`config.mk`:
```
export PLATFORM = sky130hd
export DESIGN_NAME = dram_rfsh_decoder
export DESIGN_NICKNAME = d
export VERILOG_FILES = /design/src/rtl/dram_rfsh_pkg.sv /design/src/rtl/strobe_edge.sv /design/src/rtl/rfsh_row_counter.sv /design/src/rtl/cycle_fsm.sv /design/src/rtl/dram_rfsh_decoder.sv
export SDC_FILE = /design/constraint.sdc
export NUM_CORES = 1
export LEC_CHECK = 0
export CAP_MARGIN = 5
export CORE_MARGIN = 8
export CORE_UTILIZATION = 45
export CTS_BUF_LIST = sky130_fd_sc_hd__clkbuf_8
export CTS_CLUSTER_DIAMETER = 120
export CTS_CLUSTER_SIZE = 20
export DETAILED_ROUTE_END_ITERATION = 8
export PLACE_DENSITY_LB_ADDON = 0.2
export SYNTH_ARGS = -nofsm -noshare
export SYNTH_HDL_FRONTEND = slang
export SYNTH_SLANG_ARGS = --single-unit
```
`constraint.sdc`:
```
create_clock -name clk -period 6.6 [get_ports clk]
set_input_delay 1.32 -clock clk [delete_from_list [all_inputs] [get_ports clk]]
set_output_delay 1.32 -clock clk [all_outputs]
set_load 0.03 [all_outputs]
```
`src/rtl/dram_rfsh_pkg.sv`:
```
package dram_rfsh_pkg;

    // Strobe bit positions inside the edge detector vector
    localparam int STB_RAS = 0;
    localparam int STB_CAS = 1;
    localparam int STB_N   = 2;

    typedef enum logic [2:0] {
        ST_IDLE,
        ST_ROW_OPEN,
        ST_ACCESS,
        ST_PAGE_WAIT,
        ST_CAS_FIRST,
        ST_REFRESH,
        ST_REFRESH_HOLD,
        ST_CTR_TEST
    } cyc_state_t;

endpackage

```
`src/rtl/strobe_edge.sv`:
```
module strobe_edge #(
    parameter int N = 2
) (
    input  logic         clk,
    input  logic         rst,
    input  logic [N-1:0] lvl_n,
    output logic [N-1:0] fall,
    output logic [N-1:0] rise
);

    logic [N-1:0] prev_q;

    for (genvar g = 0; g < N; g++) begin : g_bit
        always_ff @(posedge clk) begin
            if (rst) begin
                prev_q[g] <= 1'b1;
            end else begin
                prev_q[g] <= lvl_n[g];
            end
        end

        assign fall[g] =  prev_q[g] & ~lvl_n[g];
        assign rise[g] = ~prev_q[g] &  lvl_n[g];
    end

endmodule

```
`src/rtl/rfsh_row_counter.sv`:
```
module rfsh_row_counter #(
    parameter int AW = 11
) (
    input  logic          clk,
    input  logic          rst,
    input  logic          load,
    input  logic [AW-1:0] seed_row,
    input  logic          step,
    output logic [AW-1:0] count
);

    localparam logic [AW-1:0] ONE = AW'(1);

    always_ff @(posedge clk) begin
        if (rst) begin
            count <= '0;
        end else if (load) begin
            count <= seed_row + ONE;
        end else if (step) begin
            count <= count + ONE;
        end
    end

endmodule

```
`src/rtl/cycle_fsm.sv`:
```
module cycle_fsm
    import dram_rfsh_pkg::*;
#(
    parameter int AW = 11
) (
    input  logic          clk,
    input  logic          rst,
    input  logic          ras_fall,
    input  logic          ras_rise,
    input  logic          cas_fall,
    input  logic          cas_rise,
    input  logic          we_n,
    input  logic          oe_n,
    input  logic [AW-1:0] addr,
    input  logic [AW-1:0] ctr,
    output logic          ctr_load,
    output logic          ctr_step,
    output logic [AW-1:0] seed_row,
    output logic [AW-1:0] arr_row,
    output logic [AW-1:0] arr_col,
    output logic          arr_rd,
    output logic          arr_wr,
    output logic          dq_oe,
    output logic          test_mode,
    output logic          rfsh_pulse,
    output logic [AW-1:0] rfsh_row
);

    cyc_state_t    st_q, st_d;
    logic [AW-1:0] row_q, col_q;
    logic          take_row, take_col;
    logic          pulse_d;
    logic [AW-1:0] pulse_row_d;

    // Next-state and event decode
    always_comb begin
        st_d        = st_q;
        take_row    = 1'b0;
        take_col    = 1'b0;
        pulse_d     = 1'b0;
        pulse_row_d = ctr;
        ctr_load    = 1'b0;
        ctr_step    = 1'b0;
        unique case (st_q)
            ST_IDLE: begin
                if (ras_fall) begin
                    st_d     = ST_ROW_OPEN;
                    take_row = 1'b1;
                end else if (cas_fall) begin
                    st_d = ST_CAS_FIRST;
                end
            end
            ST_ROW_OPEN: begin
                if (ras_rise) begin
                    st_d        = ST_IDLE;
                    pulse_d     = 1'b1;
                    pulse_row_d = row_q;
                    ctr_load    = 1'b1;
                end else if (cas_fall) begin
                    st_d     = ST_ACCESS;
                    take_col = 1'b1;
                end
            end
            ST_ACCESS: begin
                if (ras_rise) begin
                    st_d = cas_rise ? ST_IDLE : ST_CAS_FIRST;
                end else if (cas_rise) begin
                    st_d = ST_PAGE_WAIT;
                end
            end
            ST_PAGE_WAIT: begin
                if (ras_rise) begin
                    st_d = cas_fall ? ST_CAS_FIRST : ST_IDLE;
                end else if (cas_fall) begin
                    st_d     = ST_ACCESS;
                    take_col = 1'b1;
                end
            end
            ST_CAS_FIRST: begin
                if (ras_fall) begin
                    st_d    = ST_REFRESH;
                    pulse_d = 1'b1;
                end else if (cas_rise) begin
                    st_d = ST_IDLE;
                end
            end
            ST_REFRESH: begin
                if (ras_rise) begin
                    st_d     = cas_rise ? ST_IDLE : ST_CAS_FIRST;
                    ctr_step = 1'b1;
                end else if (cas_rise) begin
                    st_d = ST_REFRESH_HOLD;
                end
            end
            ST_REFRESH_HOLD: begin
                if (ras_rise) begin
                    st_d     = cas_fall ? ST_CAS_FIRST : ST_IDLE;
                    ctr_step = 1'b1;
                end else if (cas_fall) begin
                    st_d     = ST_CTR_TEST;
                    take_col = 1'b1;
                end
            end
            ST_CTR_TEST: begin
                if (ras_rise) begin
                    st_d     = cas_rise ? ST_IDLE : ST_CAS_FIRST;
                    ctr_step = 1'b1;
                end else if (cas_rise) begin
                    st_d = ST_REFRESH_HOLD;
                end
            end
        endcase
    end

    assign seed_row = row_q;

    // State register
    always_ff @(posedge clk) begin
        if (rst) begin
            st_q <= ST_IDLE;
        end else begin
            st_q <= st_d;
        end
    end

    // Address latches and refresh indication
    always_ff @(posedge clk) begin
        if (rst) begin
            row_q      <= '0;
            col_q      <= '0;
            rfsh_pulse <= 1'b0;
            rfsh_row   <= '0;
        end else begin
            if (take_row) row_q <= addr;
            if (take_col) col_q <= addr;
            rfsh_pulse <= pulse_d;
            if (pulse_d) rfsh_row <= pulse_row_d;
        end
    end

    // Outputs
    always_comb begin
        logic active;
        active    = (st_q == ST_ACCESS) || (st_q == ST_CTR_TEST);
        test_mode = (st_q == ST_CTR_TEST);
        arr_row   = test_mode ? ctr : row_q;
        arr_col   = col_q;
        arr_rd    = active &  we_n;
        arr_wr    = active & ~we_n;
        dq_oe     = active &  we_n & ~oe_n;
    end

endmodule

```
`src/rtl/dram_rfsh_decoder.sv`:
```
module dram_rfsh_decoder
    import dram_rfsh_pkg::*;
#(
    parameter int AW = 11
) (
    input  logic          clk,
    input  logic          rst,
    input  logic          ras_n,
    input  logic          cas_n,
    input  logic          we_n,
    input  logic          oe_n,
    input  logic [AW-1:0] addr,
    output logic [AW-1:0] arr_row,
    output logic [AW-1:0] arr_col,
    output logic          arr_rd,
    output logic          arr_wr,
    output logic          dq_oe,
    output logic          test_mode,
    output logic          rfsh_pulse,
    output logic [AW-1:0] rfsh_row,
    output logic [AW-1:0] rfsh_ctr
);

    logic [STB_N-1:0] stb_n, stb_fall, stb_rise;
    logic             ctr_load, ctr_step;
    logic [AW-1:0]    seed_row;

    always_comb begin
        stb_n          = '1;
        stb_n[STB_RAS] = ras_n;
        stb_n[STB_CAS] = cas_n;
    end

    strobe_edge #(.N(STB_N)) edge_i (
        .clk   (clk),
        .rst   (rst),
        .lvl_n (stb_n),
        .fall  (stb_fall),
        .rise  (stb_rise)
    );

    cycle_fsm #(.AW(AW)) fsm_i (
        .clk        (clk),
        .rst        (rst),
        .ras_fall   (stb_fall[STB_RAS]),
        .ras_rise   (stb_rise[STB_RAS]),
        .cas_fall   (stb_fall[STB_CAS]),
        .cas_rise   (stb_rise[STB_CAS]),
        .we_n       (we_n),
        .oe_n       (oe_n),
        .addr       (addr),
        .ctr        (rfsh_ctr),
        .ctr_load   (ctr_load),
        .ctr_step   (ctr_step),
        .seed_row   (seed_row),
        .arr_row    (arr_row),
        .arr_col    (arr_col),
        .arr_rd     (arr_rd),
        .arr_wr     (arr_wr),
        .dq_oe      (dq_oe),
        .test_mode  (test_mode),
        .rfsh_pulse (rfsh_pulse),
        .rfsh_row   (rfsh_row)
    );

    rfsh_row_counter #(.AW(AW)) ctr_i (
        .clk      (clk),
        .rst      (rst),
        .load     (ctr_load),
        .seed_row (seed_row),
        .step     (ctr_step),
        .count    (rfsh_ctr)
    );

endmodule

```
==> impl.org, run 1 <==
** Clock network
- After clock tree synthesis, the clock-pin slew on the worst setup and hold paths is around 90 ps.
- Buffers inserted to repair hold after CTS numbered 0.
- TritonCTS built the clock tree.
- Maximum buffer depth of the clock tree :: 2
- # H-tree levels :: 2
- The clock reaches the later pin of the worst-skew pair after about 300 ps.
- The tree built by TritonCTS fans out to 50 sinks.
- Gates resized during post-CTS repair numbered 0.
- The cell sitting at the root of the clock tree is a clkbuf_8.
- Buffers inserted during clock tree synthesis total 5.
- Once the clock tree was built, the setup fixing pass inserted 0 buffers.

** Logic synthesis
- Sequential fraction of the synthesis area :: 0.354
- Top cells by area in the synthesized netlist :: dfxtp_1 35%, mux2i_1 9.9%, nor2_1 6.1%, mux2_2 4.8%, nand2_1 4.0%
- Of the total synthesized cell area, the portion taken by AND, OR, NAND and NOR gates is 0.234.
- Of the total synthesized cell area, the portion taken by full adders, half adders and majority gates is 0.00442.
- In this run the cell area of the synthesized design comes to 2830 um2.
- Of the post-synthesis cell area, the part taken by muxes is 0.152.
- Cell type contributing the most total cell area after synthesis :: dfxtp_1
- During synthesis, Yosys emitted a total of 0 warnings.
- Flip-flop cell with the highest count after synthesis :: dfxtp_1
- Synthesized flop and latch total :: 50
- The number of nets in the synthesized netlist is 343.
- Post-synth ARST share :: 0
- After synthesis, the mean cell area works out to between 8 and 9 um2.
- Xor-xnor portion of the synthesized cell area :: 0.00619
- Top-area cell type share of the netlist area :: 0.354
- By area, the combinational part of the netlist is dominated by simple AND/OR/NAND/NOR gates.
- The fraction of the mapped netlist area in compound gates came to 0.193.
- EDFF count, synth :: 0
- Yosys mapped the design onto 62 distinct sky130hd cell types.
- Cells after synthesis :: around 330

** Worst setup path
- For this run, the slowest stage of the critical path takes ~870 ps.
- Cells traversed along the worst timing path :: nand2_1 -> o21ai_0 -> clkdlybuf4s50_1
- Data required time at the worst endpoint :: 5280 ps
- Critical setup path kind :: flip-flop to primary output
- Critical Path End Type :: primary output
- The worst setup path is launched from a flip-flop.
- Crit path max-delay cell type :: dfxtp_1
- Arrival time of the worst setup path :: slightly below 3000 ps
- Of all nets on the critical path, the largest fanout is 19.

** Floorplan
- Die height :: 95.3 um
- The floorplan step set the die width to between 90 and 100 um.
- The die covers between 9000 and 10,000 um2.
- The initial utilization of the core area, before any placement, comes to 0.456.
- The floorplan step defined a core boundary enclosing between 6000 and 7000 um2.
- Num ports :: 66
- Number of standard-cell rows in the floorplan :: 29

** Routing
- After detailed routing, the number of remaining DRC violations is 0.
- Number of DRC markers in iteration 0 :: approximately 290
- The count of nets left with antenna violations once routing finished came out at 0.
- After detailed routing, the number of vias per cell comes to 5.67.
- Detailed Routing Iterations Pass 1 :: 4
- The detailed router placed ~2,600 vias in this run.
- Average wire per cell in the routed design :: about 16 um
- For this block, the routed nets add up to around 7.4 mm of wire.

** Pwr
- Standby leakage power :: about 1.2 nW
- VDD IR max :: ~120 uV
- Internal power comes to between 500 and 600 uW.
- The analysis attributes to net switching a power of ~270 uW.
- Of the total power, combinational logic draws 0.297.
- Power density over the cells :: 232 nW/um2
- Share of power burned in registers :: 0.448
- Of the total power, the share spent switching nets is 0.329.
- Clock network power share :: 0.255

** STA
- Post-route clock skew :: about 3.8 ps
- For the pin with the worst max-slew slack, the measured transition is around 1100 ps.
- Worst slew slack as a fraction of its limit :: 0.272
- Setup violations remaining at the end of the flow were counted as 0.
- Fin crit period :: 4250 ps
- Post-route setup TNS :: 0 ps
- The count of pins over their slew limit was 0.
- Setup repair after global routing left no endpoint under its margin.
- Based on the critical path, the design can be clocked at up to 0.235 GHz.
- Of the available clock period, the critical path in the final layout requires 0.644.
- The final hold violation count was 0.

** Finish
- Share of final-layout standard cells stronger than drive strength 1 :: 0.0979
- Leaving out fill and tap cells, the most frequent cell in the layout is clkdlybuf4s50_1.
- Final Instance Count excl. Fillers :: roughly 460
- Relative to the synthesized area, the layout overhead comes to 26.0%.
- In the layout the commonest cells are 65 x clkdlybuf4s50_1, 50 x dfxtp_1, 46 x nor2_1.
- Count of nets after finishing :: 395
- # diodes :: 0
- Util after Layout :: 0.575

** Placement
- Including well taps, the total number of placed cells is around 450.
- Routability-driven placement finished with a final weighted congestion of ~0.87.
- Post-detail-place hpwl :: about 5.2 mm
- During placement, the flow inserted port buffers numbering 65.

** Worst hold path
- Class of the worst hold path :: flip-flop to flip-flop

** Global routing
- Global routing finished with a remaining overflow of 0.
- Antenna violations before repair :: 0
- The first global-routing pass estimated ~12 mm of wire.
- Across every metal layer, demand over resource in global routing totals 0.167.
- The via count of the first global-routing pass was 2,385.
- Maximum number of pins on one net before global-route repair :: slightly above 50

** Flow run
- Across the run, the number of max-cap violations was 0.

** Outcome
- The run finished with clean final reports.
## metal layers
layer,part of all wire,wire (um),vias up,GRT usage
met5,0,0,-,0
met4,0.013,95,0,0.0442
met3,0.082,606,9,0.0433
met2,0.42,3120,100,0.251
met1,0.48,3540,1193,0.231
li1,-,-,1279,-
## sequential cells by signal (all words and copies together), names as in the netlist
| register | cells |
|---|---|
| ctr_i.count | 11 |
| fsm_i.arr_col | 11 |
| fsm_i.rfsh_row | 11 |
| fsm_i.seed_row | 11 |
| fsm_i.st_q | 3 |
| edge_i.prev_q | 2 |
| fsm_i.rfsh_pulse | 1 |
## logic make-up after synthesis
group	Yosys count
buf+inv	29
mux	41
fa+ha+maj	1
flops	50
xor+xnor	2
compound gates	71
simple gates	131
## critical path, delay by kind of cell, from the launching register on
kind / cells / cell delay (ps)
flip-flops: 1 / 870
buffers and inverters: 1 / 730
AND/OR/NAND/NOR: 1 / 630
AO/OA/AOI/OAI: 1 / 400
## layout make-up
cell class                 instances  area, um2
clock buffer                       5       68.8
clock inverter                     3       37.5
fill                             576       2640
inverter                           7       26.3
multi-input combinational        246       1670
sequential                        50       1000
tap                               77       96.3
timing repair buffer              67        666
## power by group through the flow
stage / registers [mW] / clock network (mW) / logic [mW]
floorplan: 0.380 / 0 / 0.168
global placement: 0.375 / 0 / 0.244
detailed placement: 0.376 / 0 / 0.247
CTS: 0.369 / 0.216 / 0.247
global route: 0.375 / 0.225 / 0.265
finish: 0.370 / 0.210 / 0.245
## through the flow
step	cell area, um2	power, mW	setup slack [ps]	hold slack, ps
final	3560	0.825	2350	501
after global routing	3560	0.865	2180	527
after CTS	3560	0.832	2320	505
after detailed placement	3460	0.622	2400	487
after global placement	3460	0.619	2530	474
after floorplan	2830	0.547	3110	508
## Yosys cell counts, drive strengths merged, types with 6 or more instances
cell type / n
inv: 7
nand2b: 6
a211oi: 6
nor2: 48
mux2: 13
nand2: 31
buf: 15
a311oi: 7
o21ai: 11
dfxtp: 50
mux2i: 28
nor3: 8
a21oi: 19
nand3: 11
clkbuf: 7
## path summary, 6_finish.rpt
path | cells past startpoint | slack (ps) | start | end
worst max-delay path | 3 | 2350 | fsm_i.st_q[1] | arr_row[8]
worst min-delay path | 2 | 500 | fsm_i.rfsh_row[5] | fsm_i.rfsh_row[5]
worst max register to register | 10 | 3520 | fsm_i.st_q[0] | ctr_i.count[6]
worst min register to register | 2 | 500 | fsm_i.rfsh_row[5] | fsm_i.rfsh_row[5]
No activity file was read; power rests on OpenSTA's default activity.
==> run 2, diff against run 1 <==
- clock period: 6.6 -> 4.2 ns (I/O delays scaled with it)
==> run 2 against run 1 <==
Effect of this change:
- combinational power is 66% higher
- via count rose by 1.7%
- power increased by 58%
- clock skew grew 5.4 ps
- sequential power rose by 53%
- clock power increased by 59%
- worst setup slack got worse by 1600 ps
- hold slack got worse by 4.3 ps
- clock-buffer cell count is the same
- register-to-register slack lost 1800 ps
- cell count up 0.88%
- largest power group unchanged
- highest routed layer unchanged
==> impl.org, run 2 (synthesized netlist as in run 1, its figures left out) <==
** Pwr
- Standby leakage power :: about 1.2 nW
- VDD IR max :: 174 uV
- Power density over the cells :: ~360 nW/um2
- Switching Share :: 0.330
- The internal portion of the total power is just under 900 uW.
- The analysis attributes to net switching a power of about 430 uW.
- Clock network power share :: 0.255
- Share of total power in combinational logic :: 0.312
- Post-layout total power :: 1.31 mW
- Share of power burned in registers :: 0.433

** Placement
- Detailed placement finished with a half-perimeter wire length of between 5 and 6 mm.
- Global placer's final weighted congestion :: 0.805
- Input and output buffers added on the ports amount to 65.

** Routing
- Total wirelength of the detailed-routed design :: around 7.5 mm
- Number of DRC markers in iteration 0 :: 309
- Detailed-route via count :: about 2,600
- Average wire per cell in the routed design :: between 15 and 20 um
- DRC :: 0
- The first detailed-routing pass took 4 iterations.
- In the routed layout, each cell is associated on average with a via count of approximately 5.7.
- Antenna Violating Nets Remaining :: 0

** Worst setup path
- The worst setup path is of the flip-flop to primary output kind.
- STA classifies the critical path endpoint as a primary output.
- Critical path fanouts, max :: 15
- STA classifies the critical path startpoint as a flip-flop.
- Cells traversed along the worst timing path :: and2_1 -> nand2_1 -> o21ai_0 -> clkdlybuf4s50_1
- Data on the critical path arrives at its endpoint at 2660 ps.
- Data required time at the worst endpoint :: about 3400 ps
- Crit path max-delay cell type :: clkdlybuf4s50_1
- Largest stage delay, worst path :: roughly 740 ps

** STA
- In the finished design, the share of the clock period the worst path needs comes to 0.833.
- The count of pins over their slew limit is 0.
- Achievable clock frequency :: 0.286 GHz
- In the final timing run, aggregate negative setup slack is 0 ps.
- At the pin with the least slew margin, the transition time is 943 ps.
- Finish-stage setup viols :: 0
- Fin crit period :: roughly 3500 ps
- Worst slew slack as a fraction of its limit :: 0.371
- Hold Fails Final Rpt :: 0
- Setup repair after global routing left no endpoint under its margin.
- Post-route clock skew :: 9.20 ps

** Clock network
- Setup fix buffers added after clock tree synthesis :: 0
- Clock-pin slew was measured on the worst setup and hold paths at around 90 ps.
- In this run, post-CTS hold repair placed 0 buffers.
- CTS saw 50 sinks.
- Once the clock tree was built, the resizer swapped 0 gates to a different size.
- # H-tree levels :: 2
- Maximum buffer depth of the clock tree :: 2
- Clock tree synthesis selected as its root buffer the cell clkbuf_8.
- CTS tree :: done
- For the worst-skew pair, the clock arrives at the later sink with an insertion delay of slightly above 300 ps.
- Total clock buffers created by CTS :: 5

** Finish
- # diodes :: 0
- From synthesis to final layout, the design area changed by 27.1%.
- Leaving out fill and tap cells, the most frequent cell in the layout is clkdlybuf4s50_1.
- Commonest cells after routing, fill and taps aside :: 65 x clkdlybuf4s50_1, 50 x dfxtp_1, 46 x nor2_1
- In the final layout, the share of cells above drive strength 1 is 0.107.
- Number of fill cells :: about 560
- After the last flow step, the layout net total stands at 399.

** Floorplan
- Core Footprint :: between 6000 and 7000 um2
- Die height :: roughly 95 um
- For this design the top-level I/O count stands at 66.
- Die footprint :: around 9100 um2
- The initial utilization of the core area, before any placement, comes to 0.456.
- Number of standard-cell rows in the floorplan :: 29
- The die is ~95 um wide.

** Global routing
- Global route total overflow :: 0
- Entering global routing, the biggest net connects 50 pins.
- Number of global-route vias before repair :: roughly 2,500
- The number of antenna violations at the first check in global routing is 0.
- The first global-routing pass estimated 12.3 mm of wire.
- Global routing usage summed across all routing layers :: 0.171

** Outcome
- The run finished with clean final reports.

** Worst hold path
- Class of the worst hold path :: flip-flop to flip-flop

** Flow run
- Max-cap violations in this run came to 0.
## run 2: cell types whose count changed in the layout (fill, tap and decap cells not counted), sizes merged
cell,change
buf,+4
## run 2: power groups by stage
stage | Clock [mW] | Combinational, mW | Sequential [mW]
after detailed placement | 0 | 0.410 | 0.576
after floorplan | 0 | 0.264 | 0.596
after CTS | 0.341 | 0.411 | 0.566
after global placement | 0 | 0.405 | 0.574
final | 0.334 | 0.407 | 0.566
after global routing | 0.356 | 0.442 | 0.574
## run 2: per-layer routing
| layer | wire [um] | share of wire | GRT usage |
|---|---|---|---|
| met5 | 0 | 0 | 0 |
| met1 | 3470 | 0.46 | 0.222 |
| met3 | 618 | 0.082 | 0.0394 |
| met4 | 90 | 0.012 | 0.0624 |
| met2 | 3370 | 0.45 | 0.270 |
## run 2: critical path, delay by kind of cell (launching register included)
| family | cells | cell delay (ps) |
|---|---|---|
| buffers and inverters | 1 | 740 |
| and+or+nand+nor | 2 | 610 |
| AOI/OAI and AO/OA | 1 | 370 |
| DFF | 1 | 630 |
## run 2: final timing paths
| path | start | end | depth (start not counted) | slack, ps |
|---|---|---|---|---|
| max | fsm_i.st_q[2] | arr_row[8] | 4 | 700 |
| min | fsm_i.arr_col[0] | fsm_i.arr_col[0] | 2 | 500 |
| max reg2reg | fsm_i.st_q[2] | ctr_i.count[10] | 8 | 1750 |
| min reg2reg | fsm_i.arr_col[0] | fsm_i.arr_col[0] | 2 | 500 |
## run 2: cell type report
cell class	count	area (um2)	share of cell area
inverter	7	26.3	0.00731
timing repair buffer	71	696	0.194
sequential	50	1000	0.278
multi-input combinational	246	1670	0.464
clock buffer	5	68.8	0.0191
tap	77	96.3	0.0268
clock inverter	3	37.5	0.0104
## run 2: per-stage QoR
step	cell area [um2]	utilization	worst slack [ps]	cells	hold slack [ps]
5_1_grt	3590	0.579	550	459	536
4_1_cts	3590	0.579	670	459	505
6_report	3590	0.579	701	459	497
2_1_floorplan	2830	-	1570	325	508
3_5_place_dp	3490	0.562	952	451	484
3_3_place_gp	3490	0.562	1020	451	473
==> run 3, diff against run 2 <==
- clock period: 4.2 -> 2.9 ns (I/O delays scaled with it)
==> run 3 against run 2 <==
Effect of this change:
- power grew 40%
- sequential power is 44% higher
- first-iteration DRC count down 20%
- hold slack improved by 2.4 ps
- global-route usage grew 0.22 points
- cell area increased by 2.3%
- clock power grew 16%
- flip-flop and latch count did not move
- critical path depth rose by 1
- utilization up 1.3 points
- critical path type unchanged
- highest routed layer unchanged
==> impl.org, run 3 (synthesized netlist as in run 1, its figures left out) <==
** STA
- The count of pins over their slew limit was 0.
- Unrepaired setup endpoints after global routing :: false
- Achievable clock frequency :: around 0.37 GHz
- Transition time of the tightest slew-check pin :: between 600 and 700 ps
- Fin crit period :: roughly 2700 ps
- After routing, the total negative slack on setup checks comes to 0 ps.
- Worst slew slack as a fraction of its limit :: 0.592
- Setup violations remaining at the end of the flow were counted as 0.
- Post-route clock skew :: ~3.7 ps
- Crit share post-route :: 0.942
- Hold Fails Final Rpt :: 0

** Finish
- The library cell used most frequently in the layout, excluding fill and tap cells, is clkdlybuf4s50_1.
- In the layout the commonest cells are 54 x clkdlybuf4s50_1, 50 x dfxtp_1, 46 x nor2_1.
- The final layout contains ~410 nets.
- At the end of the flow the core is filled with cells to 0.593.
- Share of final-layout standard cells stronger than drive strength 1 :: 0.161
- The area growth from synthesis to layout is 30.0%.
- 0 antenna diodes ended up in the layout.

** Routing
- Per-cell via count in the routed design :: around 5.6
- Detailed-route via count :: 2,606
- Antenna Violating Nets Remaining :: 0
- The first TritonRoute pass finished after 4 iterations.
- Number of DRC markers in iteration 0 :: between 200 and 250
- Average wire per cell in the routed design :: about 16 um
- After detailed routing, the number of remaining DRC violations is 0.
- The final layout contains routed wiring with a total length of approximately 7.6 mm.

** Worst setup path
- In this run the worst path has a maximum fanout of 5.
- At the worst endpoint, the required time is 2320 ps.
- STA classifies the critical path endpoint as a primary output.
- Launching element type of the critical path :: flip-flop
- Critical setup path kind :: flip-flop to primary output
- Arrival time of the worst setup path :: between 2000 and 2500 ps

** Pwr
- Standby leakage power :: ~1.3 nW
- Of the total power, combinational logic draws 0.345.
- Of the total power, the share spent switching nets is 0.342.
- The internal portion of the total power is about 1.2 mW.
- Switching power of the nets :: 626 uW
- VDD IR max :: around 280 uV
- Share of power burned in registers :: 0.444
- Power density over the cells :: approximately 500 nW/um2
- Clock network power share :: 0.211

** Clock network
- TritonCTS built the clock tree.
- The H-tree generated during clock tree synthesis spans 2 levels.
- After clock tree synthesis, the clock-pin slew on the worst setup and hold paths is roughly 90 ps.
- Total clock buffers created by CTS :: 5
- Worst-skew pair later-pin latency :: 300 ps
- Setup fix buffers added after clock tree synthesis :: 0
- After clock tree synthesis, the flow added hold-fix buffers numbering 0.
- Cell at the root of the clock tree :: clkbuf_8
- Clock Sinks :: 50
- Resized Gates After CTS :: 0
- Maximum buffer depth of the clock tree :: 2

** Global routing
- Global route total overflow :: 0
- Maximum number of pins on one net before global-route repair :: 27
- Antenna violations before repair :: 0
- Number of global-route vias before repair :: roughly 2,500
- The first global-routing pass estimated between 10 and 15 mm of wire.
- Global routing usage summed across all routing layers :: 0.173

** Placement
- Global placer's final weighted congestion :: between 0.8 and 0.9
- Number of input and output port buffers inserted :: 65
- Summed over all nets, the half-perimeter wirelength after detailed placement is 5.70 mm.

** Worst hold path
- Class of the worst hold path :: flip-flop to flip-flop

** Floorplan
- Num ports :: 66
- Measured along the y axis, the die boundary spans around 95 um.
- In this run the core area contains 29 standard-cell rows.
- The die covers 9080 um2.
- In this run the standard cell core region covers about 6200 um2.
- The die is between 90 and 100 um wide.
- Starting density of the core :: 0.456

** Flow run
- Number of max-cap violations :: 0

** Outcome
- The flow ran to the end, and the final reports show no timing, DRC or antenna violations.
run 3: worst max-delay path: stages (launching register included):
cell and delay [ps]:
dfxtp_1 460, and2b_1 270, nor2_1 130, and3_1 180, nor2b_1 120, clkdlybuf4s50_1 680
run 3: power by group through the flow:
| stage | sequential (mW) | clock, mW | combinational, mW |
|---|---|---|---|
| floorplan | 0.864 | 0 | 0.382 |
| global placement | 0.825 | 0 | 0.626 |
| detailed placement | 0.828 | 0 | 0.635 |
| CTS | 0.812 | 0.398 | 0.636 |
| global route | 0.824 | 0.416 | 0.683 |
| finish | 0.813 | 0.386 | 0.631 |
run 3: area by class of cell:
class,count,area [um2]
clock buffer,5,68.8
clock inverter,2,10.0
fill,552,2530
inverter,7,26.3
multi-input combinational,246,1670
sequential,50,1000
tap,77,96.3
timing repair buffer,81,806
run 3: path summary, 6_finish.rpt:
check,slack (ps),to,cells after the start,startpoint
hold reg to reg,500,fsm_i.rfsh_row[6],2,fsm_i.rfsh_row[6]
setup / recovery,170,dq_oe,5,fsm_i.st_q[0]
hold / removal,500,fsm_i.rfsh_row[6],2,fsm_i.rfsh_row[6]
setup reg to reg,610,ctr_i.count[6],10,fsm_i.st_q[2]
run 3: metrics by stage:
| stage | hold slack [ps] | instance area [um2] | total power, mW | cells | setup WS (ps) |
|---|---|---|---|---|---|
| after global routing | 528 | 3680 | 1.92 | 468 | 64.2 |
| after detailed placement | 486 | 3600 | 1.46 | 461 | 111 |
| after floorplan | 508 | 2830 | 1.25 | 325 | 529 |
| final | 499 | 3680 | 1.83 | 468 | 168 |
| after CTS | 504 | 3680 | 1.85 | 468 | 153 |
| after global placement | 473 | 3600 | 1.45 | 461 | 150 |
run 3: layer usage:
metal  global-route usage  vias up  wire length (um)
li1                     -     1309                 -
met1                0.224     1200              3450
met2                0.274       91              3400
met3               0.0512        6               708
met4               0.0455        0                59
met5                    0        -                 0
